## src/rtl/hbg_pkg.sv

```systemverilog
// Package: shared types for the half-bridge gate sequencer.
// Assumes nothing beyond being compiled before the modules that import it.
package hbg_pkg;

    // Decoded request from the synchronized command pair
    typedef enum logic [1:0] {
        REQ_NONE = 2'd0,
        REQ_HIGH = 2'd1,
        REQ_LOW  = 2'd2
    } hbg_req_e;

    // Conduction state of the leg
    typedef enum logic [1:0] {
        LEG_OFF  = 2'd0,
        LEG_HIGH = 2'd1,
        LEG_LOW  = 2'd2
    } hbg_leg_e;

endpackage

```

## src/rtl/hbg_sync.sv

```systemverilog
// Module: multi-stage synchronizer for a bus of independent bits.
// Assumes: each bit is a level that stays stable for several cycles; no
// bus coherency is given. Reset loads RESET_VAL into every stage.
module hbg_sync #(
    parameter int          WIDTH     = 2,
    parameter int          STAGES    = 2,
    parameter logic [WIDTH-1:0] RESET_VAL = '0
) (
    input  logic             clk,
    input  logic             rst_n,
    input  logic [WIDTH-1:0] d_in,
    output logic [WIDTH-1:0] d_out
);

    logic [STAGES-1:0][WIDTH-1:0] stage_q;

    // Stage 0 samples the asynchronous input
    always_ff @(posedge clk) begin
        if (!rst_n) stage_q[0] <= RESET_VAL;
        else        stage_q[0] <= d_in;
    end

    generate
        for (genvar s = 1; s < STAGES; s++) begin : g_stage
            // Each later stage retimes the stage before it
            always_ff @(posedge clk) begin
                if (!rst_n) stage_q[s] <= RESET_VAL;
                else        stage_q[s] <= stage_q[s-1];
            end
        end
    endgenerate

    assign d_out = stage_q[STAGES-1];

    // Each output value equals the first stage's value STAGES-1 cycles earlier
    p_chain_r10: assert property (@(posedge clk) disable iff (!rst_n)
        (STAGES == 2) && $past(rst_n) |-> d_out == $past(stage_q[0]));

endmodule

```

## src/rtl/hbg_decode.sv

```systemverilog
// Module: truth-table decode of the mixed-polarity command pair.
// Assumes synchronized inputs. The upper command is active high and the
// lower one active low. A request for both switches, or for neither,
// decodes to REQ_NONE.
module hbg_decode
    import hbg_pkg::*;
(
    input  logic     hi_req,
    input  logic     lo_req_n,
    output hbg_req_e req
);

    // Combinational decode of the four input codes
    always_comb begin
        unique case ({hi_req, lo_req_n})
            2'b11:   req = REQ_HIGH;   // upper asked, lower idle
            2'b00:   req = REQ_LOW;    // lower asked, upper idle
            default: req = REQ_NONE;   // conflict or idle
        endcase
    end

endmodule

```

## src/rtl/hbg_deadtime.sv

```systemverilog
// Module: leg sequencer with dead-time counter.
// Assumes req is synchronous and sd_n is synchronous to clk. A single
// counter, loaded whenever conduction ends or shutdown/reset is seen,
// must reach zero before either switch may turn on. DEAD_CYCLES >= 1.
module hbg_deadtime
    import hbg_pkg::*;
#(
    parameter int DEAD_CYCLES = 50
) (
    input  logic     clk,
    input  logic     rst_n,
    input  logic     sd_n,
    input  hbg_req_e req,
    output logic     hs_on,
    output logic     ls_on
);

    localparam int CNT_W = (DEAD_CYCLES < 2) ? 1 : $clog2(DEAD_CYCLES + 1);
    localparam logic [CNT_W-1:0] RELOAD  = CNT_W'(DEAD_CYCLES - 1);
    localparam logic [CNT_W-1:0] GAP_MAX = CNT_W'(DEAD_CYCLES);

    hbg_leg_e         state_q, state_d;
    logic [CNT_W-1:0] cnt_q, cnt_d;

    // Next-state and counter decision
    always_comb begin
        state_d = state_q;
        cnt_d   = cnt_q;
        if (!sd_n) begin
            state_d = LEG_OFF;
            cnt_d   = RELOAD;
        end else begin
            unique case (state_q)
                LEG_OFF: begin
                    if (cnt_q != '0) begin
                        cnt_d = cnt_q - 1'b1;
                    end else if (req == REQ_HIGH) begin
                        state_d = LEG_HIGH;
                    end else if (req == REQ_LOW) begin
                        state_d = LEG_LOW;
                    end
                end
                LEG_HIGH: begin
                    if (req != REQ_HIGH) begin
                        state_d = LEG_OFF;
                        cnt_d   = RELOAD;
                    end
                end
                LEG_LOW: begin
                    if (req != REQ_LOW) begin
                        state_d = LEG_OFF;
                        cnt_d   = RELOAD;
                    end
                end
                default: begin
                    state_d = LEG_OFF;
                    cnt_d   = RELOAD;
                end
            endcase
        end
    end

    // State and counter registers, reset to off with a full dead time pending
    always_ff @(posedge clk) begin
        if (!rst_n) begin
            state_q <= LEG_OFF;
            cnt_q   <= RELOAD;
        end else begin
            state_q <= state_d;
            cnt_q   <= cnt_d;
        end
    end

    assign hs_on = (state_q == LEG_HIGH);
    assign ls_on = (state_q == LEG_LOW);

    // Checker support: cycles spent with both switches off, saturating
    logic [CNT_W-1:0] gap_q;
    always_ff @(posedge clk) begin
        if (!rst_n)                gap_q <= '0;
        else if (hs_on || ls_on)   gap_q <= '0;
        else if (gap_q != GAP_MAX) gap_q <= gap_q + 1'b1;
    end

    p_sd_off_r3: assert property (@(posedge clk) disable iff (!rst_n)
        !sd_n |=> (state_q == LEG_OFF));

    p_conflict_off_r4: assert property (@(posedge clk) disable iff (!rst_n)
        (req == REQ_NONE) |=> (state_q == LEG_OFF));

    p_gap_hs_r6: assert property (@(posedge clk) disable iff (!rst_n)
        $rose(hs_on) |-> (gap_q >= GAP_MAX));

    p_gap_ls_r6: assert property (@(posedge clk) disable iff (!rst_n)
        $rose(ls_on) |-> (gap_q >= GAP_MAX));

    p_direct_low_r8: assert property (@(posedge clk) disable iff (!rst_n)
        (state_q == LEG_OFF && cnt_q == '0 && req == REQ_LOW && sd_n) |=> ls_on);

    p_direct_high_r8: assert property (@(posedge clk) disable iff (!rst_n)
        (state_q == LEG_OFF && cnt_q == '0 && req == REQ_HIGH && sd_n) |=> hs_on);

    p_hold_high_r2: assert property (@(posedge clk) disable iff (!rst_n)
        (hs_on && req == REQ_HIGH && sd_n) |=> hs_on);

endmodule

```

## src/rtl/hbg_leg_sequencer.sv

```systemverilog
// Module: top of the half-bridge gate sequencer for one inverter leg.
// Assumes: hi_cmd/lo_cmd_n are asynchronous levels; sd_n is synchronous
// to clk and masks the outputs in the cycle it is low. Dead time is
// DEAD_CYCLES clock cycles (50 cycles = 200 ns at 250 MHz).
module hbg_leg_sequencer
    import hbg_pkg::*;
#(
    parameter int DEAD_CYCLES = 50,
    parameter int SYNC_STAGES = 2
) (
    input  logic clk,
    input  logic rst_n,
    input  logic hi_cmd,
    input  logic lo_cmd_n,
    input  logic sd_n,
    output logic hs_gate,
    output logic ls_gate
);

    localparam int CMD_W = 2;
    // Idle code for the command pair: upper off, lower (active low) off
    localparam logic [CMD_W-1:0] CMD_IDLE = 2'b01;

    logic [CMD_W-1:0] cmd_sync;
    hbg_req_e         req;
    logic             hs_on, ls_on;

    hbg_sync #(
        .WIDTH     (CMD_W),
        .STAGES    (SYNC_STAGES),
        .RESET_VAL (CMD_IDLE)
    ) u_sync (
        .clk   (clk),
        .rst_n (rst_n),
        .d_in  ({hi_cmd, lo_cmd_n}),
        .d_out (cmd_sync)
    );

    hbg_decode u_decode (
        .hi_req   (cmd_sync[1]),
        .lo_req_n (cmd_sync[0]),
        .req      (req)
    );

    hbg_deadtime #(
        .DEAD_CYCLES (DEAD_CYCLES)
    ) u_dead (
        .clk   (clk),
        .rst_n (rst_n),
        .sd_n  (sd_n),
        .req   (req),
        .hs_on (hs_on),
        .ls_on (ls_on)
    );

    // Shutdown masks both enables without waiting for a clock edge
    always_comb begin
        hs_gate = hs_on & sd_n;
        ls_gate = ls_on & sd_n;
    end

    p_one_side_r6: assert property (@(posedge clk) disable iff (!rst_n)
        !(hs_gate && ls_gate));

    p_sd_now_r3: assert property (@(posedge clk) disable iff (!rst_n)
        !sd_n |-> !hs_gate && !ls_gate);

endmodule

```

## config.mk

```make
export PLATFORM = sky130hd
export DESIGN_NAME = hbg_leg_sequencer
export DESIGN_NICKNAME = d
export VERILOG_FILES = /design/src/rtl/hbg_pkg.sv /design/src/rtl/hbg_sync.sv /design/src/rtl/hbg_decode.sv /design/src/rtl/hbg_deadtime.sv /design/src/rtl/hbg_leg_sequencer.sv
export SDC_FILE = /design/constraint.sdc
export NUM_CORES = 1
export LEC_CHECK = 0
export BUFFER_PORTS_ARGS = -buffer_cell sky130_fd_sc_hd__buf_2
export CORE_AREA = 2 2 39 41
export CTS_BUF_LIST = sky130_fd_sc_hd__clkbuf_4
export DETAILED_ROUTE_END_ITERATION = 10
export DIE_AREA = 0 0 41 43
export PLACE_DENSITY = 0.71
export SKIP_LAST_GASP = 1
export SYNTH_ARGS = -nofsm -noshare
export SYNTH_HDL_FRONTEND = slang
export SYNTH_HIERARCHICAL = 1
export SYNTH_SLANG_ARGS = --single-unit
```

## constraint.sdc

```tcl
create_clock -name clk -period 2 [get_ports clk]
set_input_delay 0.4 -clock clk [delete_from_list [all_inputs] [get_ports clk]]
set_output_delay 0.4 -clock clk [all_outputs]
set_load 0.05 [all_outputs]
```

==> metrics.cfg <==
[status]
status = complete, no violations

[clocking]
htree_levels = 1
postCtsSetupRepairBufs = 0
postCtsHoldBufs = 0
cts.repair.resized = 0
clock-root-buffer = clkbuf_4
cts_buffer_depth = 2
clock_latency_ns = 0.27
clkSlewWorstSetupHoldPaths_ns = 0.08
cts_tree = done
clkSinkCount = 12
numCtsBuffers = 3

[route]
antenna_left = 0
drc = 0
highest-signal-layer = met4
vias = 528
wl_met1_um = 529
wl_per_cell_um = 11.09
wl_met2_um = 546
wirelength_um = 1109
routed-wl-met3_um = 23
drt-pass1-iter-count = 2
drtIter0Drc = 2
viasPerCell = 5.280

[worst_hold_path]
holdPathStages = 2
min_from = lo_cmd_n
hp-class = input pin to flip-flop
holdPathEnd = u_sync/stage_q[0]

[cells_and_area]
fill_cells = 128
stdcell_count = 100
antenna_cells = 0
drive_gt1_share_pct = 19.05
syn_to_final_growth_pct = 6.739
nets = 94

[worst_setup_path]
required_ns = 1.60
crit_arrival_ns = 1.35
worstSetupPathType = flip-flop to output port
r2r-start = u_dead/cnt_q[1]
cp_cell_sequence = inv_1, nor2_1, and2_1, buf_2
reg2reg_slack_ns = 0.27
worstSetupEndpointType = output port
worst_path_max_delay_cell = dfxtp_1
worst-r2r-cell-count = 6
cpPeakStageDelay_ns = 0.50
worstReg2RegEnd = u_dead/cnt_q[1]
cp_max_fo = 9
start_kind = flip-flop

[global_route]
grt_pass1_wl_um = 2035
grt_pass1_vias = 532
antenna_found_initial = 0
grt_max_degree = 11
grtUsageTotal_pct = 16.83
overflow = 0

[logic_synthesis]
synth_area_leaders = dfxtp_1 (35%), ha_1 (7.3%), and2_1 (5.5%)
synthTopCellsByCount = dfxtp_1 (12), inv_1 (9), and2_1 (6), nor2_1 (6), nand2_1 (5)
synth_flop_cell = dfxtp_1
synth.distinct_cells = 30
yosysMostFrequentCell = dfxtp_1
yosysSeqAreaShare_pct = 34.97
synthArstFlopShare_pct = 0
yosys.area.top_type_share_pct = 34.97
synthCells = 78
syn_area_per_cell_sq_um = 8.807
syn-num-nets = 87
ys_ff_latch = 12
synth_edf_count = 0
yosys_warnings = 6
yosysTopAreaCell = dfxtp_1
syn_area_sq_um = 686.9

[place]
place_ws_ns = 0.2791
port_buffers = 6
place_hpwl_um = 830.8
post-place-cells = 96
gp_congestion = 0.7038

[sta]
fin_setup_tns_ns = 0
tightest_slew_ns = 0.3378
fmax_mhz = 569.9
slew_viol_final = 0
slew_headroom_pct = 77.27
setup-violations-final = 0
finalCritPeriodShare_pct = 87.73
period_needed_ns = 1.755
rsz0062_at_grt = no
finalWorstSetupSlack_ns = 0.2454
hold_viol_final = 0
finalClockSkew_ns = 0.002353

[pwr]
p_per_area_nw_per_um2 = 611.5
ir_worst_vdd_uv = 343.6
p_leak_nw = 0.2844

[floorplan]
die-area_sq_um = 1763
ios = 7
chipHeight_um = 43
die_w_um = 41
core_area_sq_um = 1384
start_util_pct = 49.64
row_count = 14

[job]
drv_cap = 0

[critical path, delay by kind of cell, from the launching register on]
family	cells	cell delay, ns
buffers and inverters	2	0.35
and+or+nand+nor	2	0.22
DFF	1	0.50
[worst max path at each step]
stage / end / startpoint / cells past startpoint
floorplan: u_dead/cnt_q[3] / u_sync/d_out[1] / 7
global placement: u_dead/cnt_q[3] / u_sync/d_out[1] / 7
detailed placement: u_dead/cnt_q[1] / u_dead/cnt_q[1] / 6
CTS: ls_gate / u_dead/state_q[1] / 4
global route: u_dead/cnt_q[2] / u_sync/d_out[0] / 7
finish: ls_gate / u_dead/state_q[1] / 4
[where the power goes]
| group | leakage (nW) | switching [W] | internal [W] | total [W] |
|---|---|---|---|---|
| clock | 0.0154 | 0.0000870 | 0.0000722 | 0.000159 |
| combinational | 0.171 | 0.0000201 | 0.0000184 | 0.0000385 |
| sequential | 0.0982 | 0.00000409 | 0.000247 | 0.000251 |
| total | 0.284 | 0.000111 | 0.000337 | 0.000448 |
[sequential cells by signal, summed over array words and instances (netlist names)]
| register | count |
|---|---|
| u_dead/cnt_q | 6 |
| u_dead/state_q | 2 |
| u_sync/d_out | 2 |
| u_sync/stage_q | 2 |
[kinds of logic after synthesis]
| kind of cell | count (synthesis) | share of synthesized area [%] |
|---|---|---|
| fa+ha+maj | 4 | 7.286 |
| simple gates | 37 | 32.06 |
| xor+xnor | 1 | 1.275 |
| buf+inv | 13 | 9.289 |
| compound gates | 10 | 13.66 |
| mux | 1 | 1.457 |
| flops | 12 | 34.97 |
[layout by cell type (no fill, tap or decap), types with 3 or more instances in the layout]
cell | netlist | layout
nand2_1 | 5 | 5
inv_1 | 9 | 9
clkbuf_4 | 0 | 3
ha_1 | 4 | 4
buf_2 | 0 | 6
dfxtp_1 | 12 | 12
nor2_1 | 6 | 6
and2_1 | 6 | 6
[stage by stage]
| step | util, % | cell area (sq um) | hold slack [ns] | power, W |
|---|---|---|---|---|
| global placement | 51.09 | 706.9 | 0.3923 | 0.0002935 |
| detailed placement | 51.09 | 706.9 | 0.4008 | 0.0002950 |
| floorplan | - | 686.9 | 0.3863 | 0.0002855 |
| global route | 52.98 | 733.2 | 0.2970 | 0.0004679 |
| CTS | 52.98 | 733.2 | 0.2904 | 0.0004564 |
| finish | 52.98 | 733.2 | 0.3055 | 0.0004483 |
[routing by layer]
layer  GRT usage, %  up-vias
li1               -      275
met1          21.17      247
met2          25.31        4
met3          3.141        2
met4          10.00        0
met5              0        -
[layout make-up]
| class | count | area, sq um | area share (%) |
|---|---|---|---|
| clock buffer | 3 | 22.52 | 3.072 |
| clock inverter | 1 | 3.754 | 0.5119 |
| inverter | 9 | 33.78 | 4.608 |
| multi-input combinational | 53 | 382.9 | 52.22 |
| sequential | 12 | 240.2 | 32.76 |
| tap | 16 | 20.02 | 2.730 |
| timing repair buffer | 6 | 30.03 | 4.096 |
(Power assumes the default switching activity.)
